===== config.mk =====
export PLATFORM = sky130hd
export DESIGN_NAME = bfc_top
export DESIGN_NICKNAME = d
export VERILOG_FILES = /design/src/rtl/bfc_pkg.sv /design/src/rtl/bfc_resolve.sv /design/src/rtl/bfc_restart.sv /design/src/rtl/bfc_perf.sv /design/src/rtl/bfc_top.sv
export SDC_FILE = /design/constraint.sdc
export NUM_CORES = 1
export LEC_CHECK = 0
export CAP_MARGIN = 40
export CORE_MARGIN = 3
export CORE_UTILIZATION = 38
export DETAILED_ROUTE_END_ITERATION = 10
export PLACE_DENSITY = 0.8
export SYNTH_ARGS = -nofsm -noshare
export SYNTH_HDL_FRONTEND = slang
export SYNTH_SLANG_ARGS = --single-unit

===== constraint.sdc =====
create_clock -name clk -period 1.6 [get_ports clk]
set_input_delay 0.32 -clock clk [delete_from_list [all_inputs] [get_ports clk]]
set_output_delay 0.32 -clock clk [all_outputs]
set_load 0.01 [all_outputs]

===== src/rtl/bfc_pkg.sv =====
package bfc_pkg;
  // Cycles a resolved branch occupies, including its own execute cycle.
  localparam int unsigned COST_TAKEN    = 3;
  localparam int unsigned COST_NOTTAKEN = 1;

  function automatic int unsigned br_cost(input logic taken);
    return taken ? COST_TAKEN : COST_NOTTAKEN;
  endfunction

  function automatic int unsigned br_bubbles(input logic taken);
    return br_cost(taken) - 1;
  endfunction
endpackage


===== src/rtl/bfc_resolve.sv =====
module bfc_resolve (
  input  logic ex_br_vld_i,
  input  logic ex_br_taken_i,
  input  logic ex_is_call_i,
  input  logic d1_vld_i,
  input  logic d2_vld_i,
  input  logic hz_stall_i,
  output logic flush_o,
  output logic nt_o,
  output logic d1_vld_o,
  output logic d2_vld_o,
  output logic stall_o
);
  logic eff_taken;

  always_comb begin
    eff_taken = ex_br_taken_i | ex_is_call_i;
    flush_o   = ex_br_vld_i & eff_taken;
    nt_o      = ex_br_vld_i & ~eff_taken;
    d1_vld_o  = d1_vld_i & ~flush_o;
    d2_vld_o  = d2_vld_i & ~flush_o;
    stall_o   = hz_stall_i & ~flush_o;
  end

  always_comb begin

    pass_chk: assert (flush_o || (d1_vld_o == d1_vld_i && d2_vld_o == d2_vld_i));
  end
endmodule


===== src/rtl/bfc_restart.sv =====
module bfc_restart #(
  parameter int AW = 32
) (
  input  logic          clk,
  input  logic          rst_n,
  input  logic          flush_i,
  input  logic [AW-1:0] target_i,
  output logic          pq_flush_o,
  output logic          restart_o,
  output logic [AW-1:0] restart_pc_o
);
  always_ff @(posedge clk) begin
    if (!rst_n) begin
      pq_flush_o   <= 1'b0;
      restart_o    <= 1'b0;
      restart_pc_o <= '0;
    end else begin
      pq_flush_o <= flush_i;
      restart_o  <= flush_i;
      if (flush_i) restart_pc_o <= target_i;
    end
  end


  restart_pc_chk: assert property (@(posedge clk) disable iff (!rst_n)
    flush_i |=> (restart_o && pq_flush_o && restart_pc_o == $past(target_i)));

  no_restart_chk: assert property (@(posedge clk) disable iff (!rst_n)
    !flush_i |=> (!restart_o && !pq_flush_o));
endmodule


===== src/rtl/bfc_perf.sv =====
module bfc_perf #(
  parameter int CW = 16
) (
  input  logic          clk,
  input  logic          rst_n,
  input  logic          taken_i,
  input  logic          nt_i,
  output logic [CW-1:0] taken_cnt_o,
  output logic [CW-1:0] nt_cnt_o,
  output logic [CW-1:0] bubble_cnt_o
);
  import bfc_pkg::*;
  localparam logic [CW-1:0] BUB_INC = CW'(br_bubbles(1'b1));

  always_ff @(posedge clk) begin
    if (!rst_n) begin
      taken_cnt_o  <= '0;
      nt_cnt_o     <= '0;
      bubble_cnt_o <= '0;
    end else begin
      if (taken_i) begin
        taken_cnt_o  <= taken_cnt_o + 1'b1;
        bubble_cnt_o <= bubble_cnt_o + BUB_INC;
      end
      if (nt_i) nt_cnt_o <= nt_cnt_o + 1'b1;
    end
  end


  bubble_step_chk: assert property (@(posedge clk) disable iff (!rst_n)
    taken_i |=> bubble_cnt_o == $past(bubble_cnt_o) + CW'(2));

  nt_no_bubble_chk: assert property (@(posedge clk) disable iff (!rst_n)
    (nt_i && !taken_i) |=> (bubble_cnt_o == $past(bubble_cnt_o) &&
                            nt_cnt_o == $past(nt_cnt_o) + 1'b1));
endmodule


===== src/rtl/bfc_top.sv =====
module bfc_top #(
  parameter int AW = 32,
  parameter int CW = 16
) (
  input  logic          clk,
  input  logic          rst_n,
  input  logic          ex_br_vld_i,
  input  logic          ex_br_taken_i,
  input  logic          ex_is_call_i,
  input  logic [AW-1:0] ex_target_i,
  input  logic          d1_vld_i,
  input  logic          d2_vld_i,
  input  logic          hz_stall_i,
  output logic          spec_fetch_req_o,
  output logic [AW-1:0] spec_fetch_addr_o,
  output logic          d1_vld_o,
  output logic          d2_vld_o,
  output logic          stall_o,
  output logic          pq_flush_o,
  output logic          restart_o,
  output logic [AW-1:0] restart_pc_o,
  output logic [CW-1:0] taken_cnt_o,
  output logic [CW-1:0] nt_cnt_o,
  output logic [CW-1:0] bubble_cnt_o
);
  logic flush_evt;
  logic nt_evt;

  assign spec_fetch_req_o  = ex_br_vld_i;
  assign spec_fetch_addr_o = ex_target_i;

  bfc_resolve u_res (
    .ex_br_vld_i  (ex_br_vld_i),
    .ex_br_taken_i(ex_br_taken_i),
    .ex_is_call_i (ex_is_call_i),
    .d1_vld_i     (d1_vld_i),
    .d2_vld_i     (d2_vld_i),
    .hz_stall_i   (hz_stall_i),
    .flush_o      (flush_evt),
    .nt_o         (nt_evt),
    .d1_vld_o     (d1_vld_o),
    .d2_vld_o     (d2_vld_o),
    .stall_o      (stall_o)
  );

  bfc_restart #(.AW(AW)) u_rst (
    .clk         (clk),
    .rst_n       (rst_n),
    .flush_i     (flush_evt),
    .target_i    (ex_target_i),
    .pq_flush_o  (pq_flush_o),
    .restart_o   (restart_o),
    .restart_pc_o(restart_pc_o)
  );

  bfc_perf #(.CW(CW)) u_perf (
    .clk         (clk),
    .rst_n       (rst_n),
    .taken_i     (flush_evt),
    .nt_i        (nt_evt),
    .taken_cnt_o (taken_cnt_o),
    .nt_cnt_o    (nt_cnt_o),
    .bubble_cnt_o(bubble_cnt_o)
  );


  kill_chk: assert property (@(posedge clk) disable iff (!rst_n)
    (ex_br_vld_i && (ex_br_taken_i || ex_is_call_i)) |-> (!d1_vld_o && !d2_vld_o));

  stall_cancel_chk: assert property (@(posedge clk) disable iff (!rst_n)
    (ex_br_vld_i && (ex_br_taken_i || ex_is_call_i)) |-> !stall_o);

  call_restart_chk: assert property (@(posedge clk) disable iff (!rst_n)
    (ex_br_vld_i && ex_is_call_i) |=> restart_o);

  spec_fetch_chk: assert property (@(posedge clk) disable iff (!rst_n)
    spec_fetch_req_o == ex_br_vld_i);
endmodule


==> results.md, run 1 <==
* Period utilization at 97.5%
* Setup TNS at 0 ns
* Synth Net Count at 462
* CTS tree: yes
* # rows at 34
* Worst Path Arrival at approximately 1.2 ns
* CTS sink cnt at 80
* Starting DRC count in detailed routing at 116
* Largest net degree at the start of global routing at 42
* Vias/cell at around 4.9
* DIE AREA at between 10000 and 15000 um2
* Die Height at 101 um
* Mapped cell area at between 3000 and 4000 um2
* Drt drc at 0
* CTS root buf: clkbuf_8
* Max Cap Viol at 0
* Clock tree buffer depth at 2
* Final min period at 1.56 ns
* Fill count at 761
* Syn avg cell area at about 8.3 um2
* Detailed Place HPWL at ~7600 um
* Synth area leaders: dfxtp_1 46%, nand2_1 9.1%, buf_4 7.6%
* Final antenna-violating net count at 0
* Vias post-DR at about 3500
* Worst hold start: u_rst.restart_pc_o[6]
* Later-pin clock latency in the skew report at between 0.3 and 0.4 ns
* CP Launch Type: primary input
* Fraction of layout cells with a size suffix above 1 at 15.9%
* PD cells at between 700 and 800 nW/um2
* HP Class: reg2reg
* P_leak at approximately 2.5 nW
* Multi-input logic area at about 1500 um2
* CP Capture Type: output pin
* Initial core utilization at between 30% and 40%
* Gr ovfl total at 0
* Final setup violation count at 0
* Clk slew on worst S/H paths at about 0.080 ns
* Distinct cells, synth at 36
* WL per Instance at 14.0 um
* GP Congestion at 0.839
* Number of global-route vias before repair at between 3000 and 4000
* Placeable Area at slightly below 9000 um2
* R2R Setup Slk at 0.11 ns
* Fin Clk Skew at between 0.01 and 0.015 ns
* GRT Total Usage at 18.7%
* Post-CTS setup buffer count at 0
* Syn Inst Count at 419
* Max Slew Vio Count at 0
* Area delta synth->final at 58.5%
* Antenna violations before repair at 0
* Router iterations before antenna repair at 5
* Top-area cell type share of the netlist area at 46.2%
* H-tree Lvls at 3
* Worst VDD drop at around 0.4 mV
* Status: finished clean
* Global-route wire length before repair at about 16000 um
* Seq/Total Area, Yosys at between 40% and 50%
* WP data required at about 1.3 ns
* Final hold viol count at 0
* Cell Count Post-Placement at between 600 and 700
* Die outline width at between 100 and 150 um
* Worst-path fanout max at 4
* I/O Pins at 158
* Fin cells at 707
* Number of CTS-inserted buffers at 9
* Register area at between 1500 and 2000 um2
* Worst r2r dst: u_perf.taken_cnt_o[12]
* RSZ-0062 raised after global routing: false
* Hold_buf cts at 0
* FMAX at approximately 640 MHz
* Min-Delay Path Depth at 2
* Routed WL at roughly 9900 um
* Hold path endpoint: u_rst.restart_pc_o[6]
* PortBufs at 156
* Critical setup path kind: in2out
* Cell taking the most area after synthesis: dfxtp_1
* Worst reg2reg path startpoint: u_perf.taken_cnt_o[1]
* Final Net Count at 637
* Number of diodes at 0
* R2R cell count at 5
* Ys Warns at 0
* Yosys reg bits at 80
state kept, by name, summed over array words and instances (netlist names):
signal,flops
u_rst.pq_flush_o,1
u_perf.nt_cnt_o,16
u_perf.taken_cnt_o,16
u_perf.bubble_cnt_o,15
u_rst.restart_pc_o,32
synthesized netlist by cell type:
cell and number:
and4_1 6, and4bb_2 1, dfxtp_1 80, or4_1 1
o21ai_0 14, buf_4 35, nor2_1 30, conb_1 1
nand4_1 14, nor4_1 3, o311ai_1 1, nor3b_1 1
or3_1 13, nor3_1 4, and3_1 3, ha_1 3
inv_1 3, o2111a_1 2, o41ai_1 1, xor2_1 17
buf_2 1, buf_1 2, o21a_1 1, and2_1 3
xnor2_1 11, clkbuf_1 15, or3b_4 1, a21oi_1 49
o31ai_1 1, nand2b_1 1, nand2_1 84, nand3_1 12
clkinv_1 1, o21bai_1 1, or2_1 2, o211ai_1 1
cell usage in the layout (no fill, tap or decap), drive strengths merged, types with 6 or more instances in the layout:
master,netlist,layout
dlymetal6s2s,0,11
and4,6,6
xnor2,11,11
or3,13,13
nand2,84,84
clkbuf,15,11
nand4,14,14
xor2,17,17
clkdlybuf4s50,0,65
a21oi,49,49
dfxtp,80,80
o21ai,14,14
nand3,12,12
nor2,30,30
buf,38,61
dlygate4sd2,0,79
worst max path at each step:
stage / to / start / slack (ns) / cells past startpoint
3_5_place_dp: u_perf.nt_cnt_o[13] / ex_br_vld_i / -0.52 / 5
4_1_cts: nt_cnt_o[12] / u_perf.nt_cnt_o[12] / 0.005 / 1
5_1_grt: restart_pc_o[5] / u_rst.restart_pc_o[5] / 0.0002 / 1
3_3_place_gp: d1_vld_o / ex_is_call_i / -0.48 / 4
6_report: d1_vld_o / ex_is_call_i / 0.04 / 4
2_1_floorplan: d1_vld_o / ex_is_call_i / 0.02 / 4
critical path: stages:
cell and delay [ns]:
dlygate4sd2_1 0.29, o21ai_4 0.22, and2_1 0.15, dlygate4sd2_1 0.26
per-stage QoR:
stage	utilization [%]	total power [mW]	hold WS (ns)	setup slack, ns	instance area, um2
finish	62.3	4.12	0.454	0.0398	5490
global route	62.3	4.31	0.474	0.000194	5490
CTS	61.8	4.17	0.459	0.00474	5440
detailed placement	60.5	2.77	0.447	-0.523	5330
global placement	60.5	2.76	0.441	-0.478	5330
floorplan	-	2.38	0.456	0.0239	3460
per-layer routing:
metal	global-route usage (%)	vias up	share of wire, %
met4	7.16	0	1.7
met5	0	-	0
li1	-	1733	-
met1	21.9	1645	42
met2	32.9	98	51
met3	4.61	17	5.5
power breakdown:
group	total (mW)	internal, mW	switching [mW]	leakage, nW
Sequential	2.08	2.05	0.0300	0.656
Clock	1.45	0.720	0.725	0.0856
Combinational	0.599	0.332	0.267	1.76
Total	4.12	3.10	1.02	2.50
kinds of logic after synthesis:
logic type / Yosys count / share of synthesized area, %
AO/OA/AOI/OAI: 71 / 11.1
adder cells (fa/ha/maj): 3 / 1.08
XOR/XNOR: 28 / 7.08
AND/OR/NAND/NOR: 179 / 24.4
flip-flops: 80 / 46.2
other: 1 / 0.108
buffers and inverters: 57 / 10.0
area by class of cell:
class                   instances  share of cell area (%)
clock buffers                  11                    2.39
clock inverters                 5                    1.05
inverters                       4                   0.274
multi-input cells             282                    28.1
flip-flops and latches         80                    29.4
well taps                     108                    2.46
repair buffers                217                    36.3
what timing repair did:
item,CTS,global route
endpoints found under the setup margin,97,21
pin swaps,1,1
resized for setup,92,19
No activity file was read; power rests on OpenSTA's default activity.
==> run 2: changes to the inputs <==
Settings changed: SLEW_MARGIN set to 15.
==> results of run 2 <==
No change in the layout: final DEF, timing and power equal those of run 1.
==> run 3: changes to the inputs <==
Settings changed: ABC_CLOCK_PERIOD_IN_PS set to 1900, CORE_UTILIZATION 38 to 45, GPL_ROUTABILITY_DRIVEN set to 0, PLACE_DENSITY 0.8 to 0.89.
Clock period 1.6 ns to 1.9 ns, I/O delays scaled along.
==> results.md, run 3 (synthesis gave the netlist of run 1 again) <==
* Max Slew Vio Count at 0
* Area delta synth->final at 50.3%
* Worst VDD drop at between 0.5 and 0.6 mV
* Placeable Area at around 7400 um2
* Min-Delay Path Depth at 2
* CTS sink cnt at 80
* Psw at around 800 uW
* Cell-internal power at 2.70 mW
* Status: finished clean
* Pwr Total at 3.52 mW
* GRT Total Usage at a little over a fifth
* H-tree Lvls at 3
* Post-DP Area at 5010 um2
* Worst-path fanout max at 2
* HP Class: reg2reg
* Clock tree buffer depth at 2
* Final min period at 1.87 ns
* Max FFs per register at 32
* Final Cell Area at between 5000 and 6000 um2
* CP Launch Type: primary input
* Number of diodes at 0
* Die Height at about 94 um
* RSZ-0062 raised after global routing: false
* Critical setup path kind: in2out
* Slowest cell on crit path: clkdlybuf4s50_1
* Routed WL at 9650 um
* Drt drc at 0
* Clk slew on worst S/H paths at 0.07 ns
* Max Cap Viol at 0
* Worst reg2reg path startpoint: u_perf.taken_cnt_o[2]
* # rows at 31
* Hold_buf cts at 0
* Later-pin clock latency in the skew report at 0.33 ns
* Worst r2r dst: u_perf.taken_cnt_o[14]
* Largest net degree at the start of global routing at 40
* Number of CTS-inserted buffers at 9
* Number of global-route vias before repair at ~3200
* Share of power burned in registers at between 40% and 50%
* Final antenna-violating net count at 0
* Clock Power Share at between 30% and 40%
* CP Cell Sequence: clkdlybuf4s50_1, clkdlybuf4s50_1
* FMAX at ~530 MHz
* Fill count at between 500 and 600
* Top Registers: u_rst.restart_pc_o (32), u_perf.nt_cnt_o (16), u_perf.taken_cnt_o (16)
* R2R Setup Slk at about 0.26 ns
* Gate power share at 14.1%
* WP data required at roughly 1.5 ns
* PortBufs at about 160
* Most frequent cells in the layout: 150 x clkdlybuf4s50_1, 84 x nand2_1, 80 x dfxtp_1, 49 x a21oi_1, 30 x nor2_1
* CTS tree: yes
* Fraction of layout cells with a size suffix above 1 at 7.00%
* Gr ovfl total at 0
* CP delay by family, top: buffers and inverters
* Die outline width at approximately 94 um
* I/O Pins at between 150 and 200
* R2R cell count at 4
* CTS root buf: clkbuf_8
* WL per Instance at ~15 um
* Detailed Place HPWL at about 7300 um
* Final hold viol count at 0
* Fin cells at about 660
* DIE AREA at about 8800 um2
* Starting DRC count in detailed routing at roughly 120
* Most flop-heavy register: u_rst.restart_pc_o
* Worst hold start: u_rst.restart_pc_o[7]
* Router iterations before antenna repair at 4
* CP peak stage delay at around 0.57 ns
* Cell Count Post-Placement at approximately 640
* Most used cell, CP: clkdlybuf4s50_1
* Final Net Count at between 500 and 600
* Most common cell after layout, fill and taps aside: clkdlybuf4s50_1
* Initial core utilization at 47.0%
* Final setup violation count at 0
* CP Capture Type: output pin
* Global-route wire length before repair at 15200 um
* Hold path endpoint: u_rst.restart_pc_o[7]
* Period utilization at a little over nine tenths
* P_leak at between 1.5 and 2 nW
* Switch share at a little under a quarter
* Vias post-DR at ~3400
* Vias/cell at 5.13
* Fin Clk Skew at 0.00789 ns
* Buffer and inverter count on the worst path at 2
* PD cells at just under 700 nW/um2
* Antenna violations before repair at 0
* Worst Path Arrival at approximately 1.5 ns
run 3: cell types whose count changed in the layout (fill, tap and decap cells not counted), moves of 3 or more:
cell             previous run  this run
dlygate4sd2_1              79         6
clkdlybuf4s50_1            65       150
dfxtp_1                    69        80
buf_4                      57        17
clkbuf_8                    9        12
dfxtp_2                    11         0
clkinvlp_4                  3         0
dlymetal6s2s_1             11         0
run 3: what timing repair did:
item,4_1_cts,5_1_grt
gates resized for setup,6,0
setup endpoints to repair,3,0
setup buffers,0,0
endpoints found under the hold margin,0,0
run 3: cell type report:
type	instances	area [um2]	share of cell area [%]
Inverter	4	15.0	0.288
Multi-Input combinational cell	282	1520	29.2
Clock buffer	12	165	3.17
Timing Repair Buffer	176	1740	33.5
Tap cell	99	124	2.38
Clock inverter	3	40.0	0.769
Sequential cell	80	1600	30.8
run 3: worst max-delay path by stage:
stage / slack [ns] / end / start / cells after the start
floorplan: 0.20 / d1_vld_o / ex_is_call_i / 4
global placement: -0.30 / stall_o / ex_br_vld_i / 5
detailed placement: -0.34 / u_perf.nt_cnt_o[9] / ex_br_vld_i / 5
CTS: 0.05 / spec_fetch_addr_o[14] / ex_target_i[14] / 2
global route: 0.04 / spec_fetch_addr_o[14] / ex_target_i[14] / 2
finish: 0.03 / spec_fetch_addr_o[11] / ex_target_i[11] / 2
run 3: per-layer routing:
metal	share of wire, %	track usage, %	up-vias
li1	-	-	1654
met1	41	25.7	1577
met2	52	38.2	122
met3	5.5	4.65	13
met4	1.7	6.38	0
met5	0	0	-
run 3: worst reg2reg max path, delay by kind of cell (launching register included):
kind / cells / cell delay (ns)
simple gates: 3 / 1.00
flops: 1 / 0.44
compound gates: 1 / 0.14
run 3: power by group through the flow:
stage,Combinational (mW),Clock (mW),Sequential (mW)
3_3_place_gp,0.491,0,1.79
6_report,0.495,1.27,1.76
2_1_floorplan,0.195,0,1.81
5_1_grt,0.529,1.36,1.76
3_5_place_dp,0.502,0,1.79
4_1_cts,0.498,1.30,1.75
run 3: per-stage QoR:
| stage | util [%] | hold WS (ns) | TNS, ns | setup WS [ns] |
|---|---|---|---|---|
| after global routing | 70.6 | 0.476 | 0 | 0.0354 |
| after floorplan | - | 0.481 | 0 | 0.204 |
| after global placement | 68.0 | 0.441 | -4.81 | -0.297 |
| after detailed placement | 68.0 | 0.446 | -7.88 | -0.337 |
| after CTS | 70.6 | 0.457 | 0 | 0.0530 |
| final | 70.6 | 0.455 | 0 | 0.0289 |
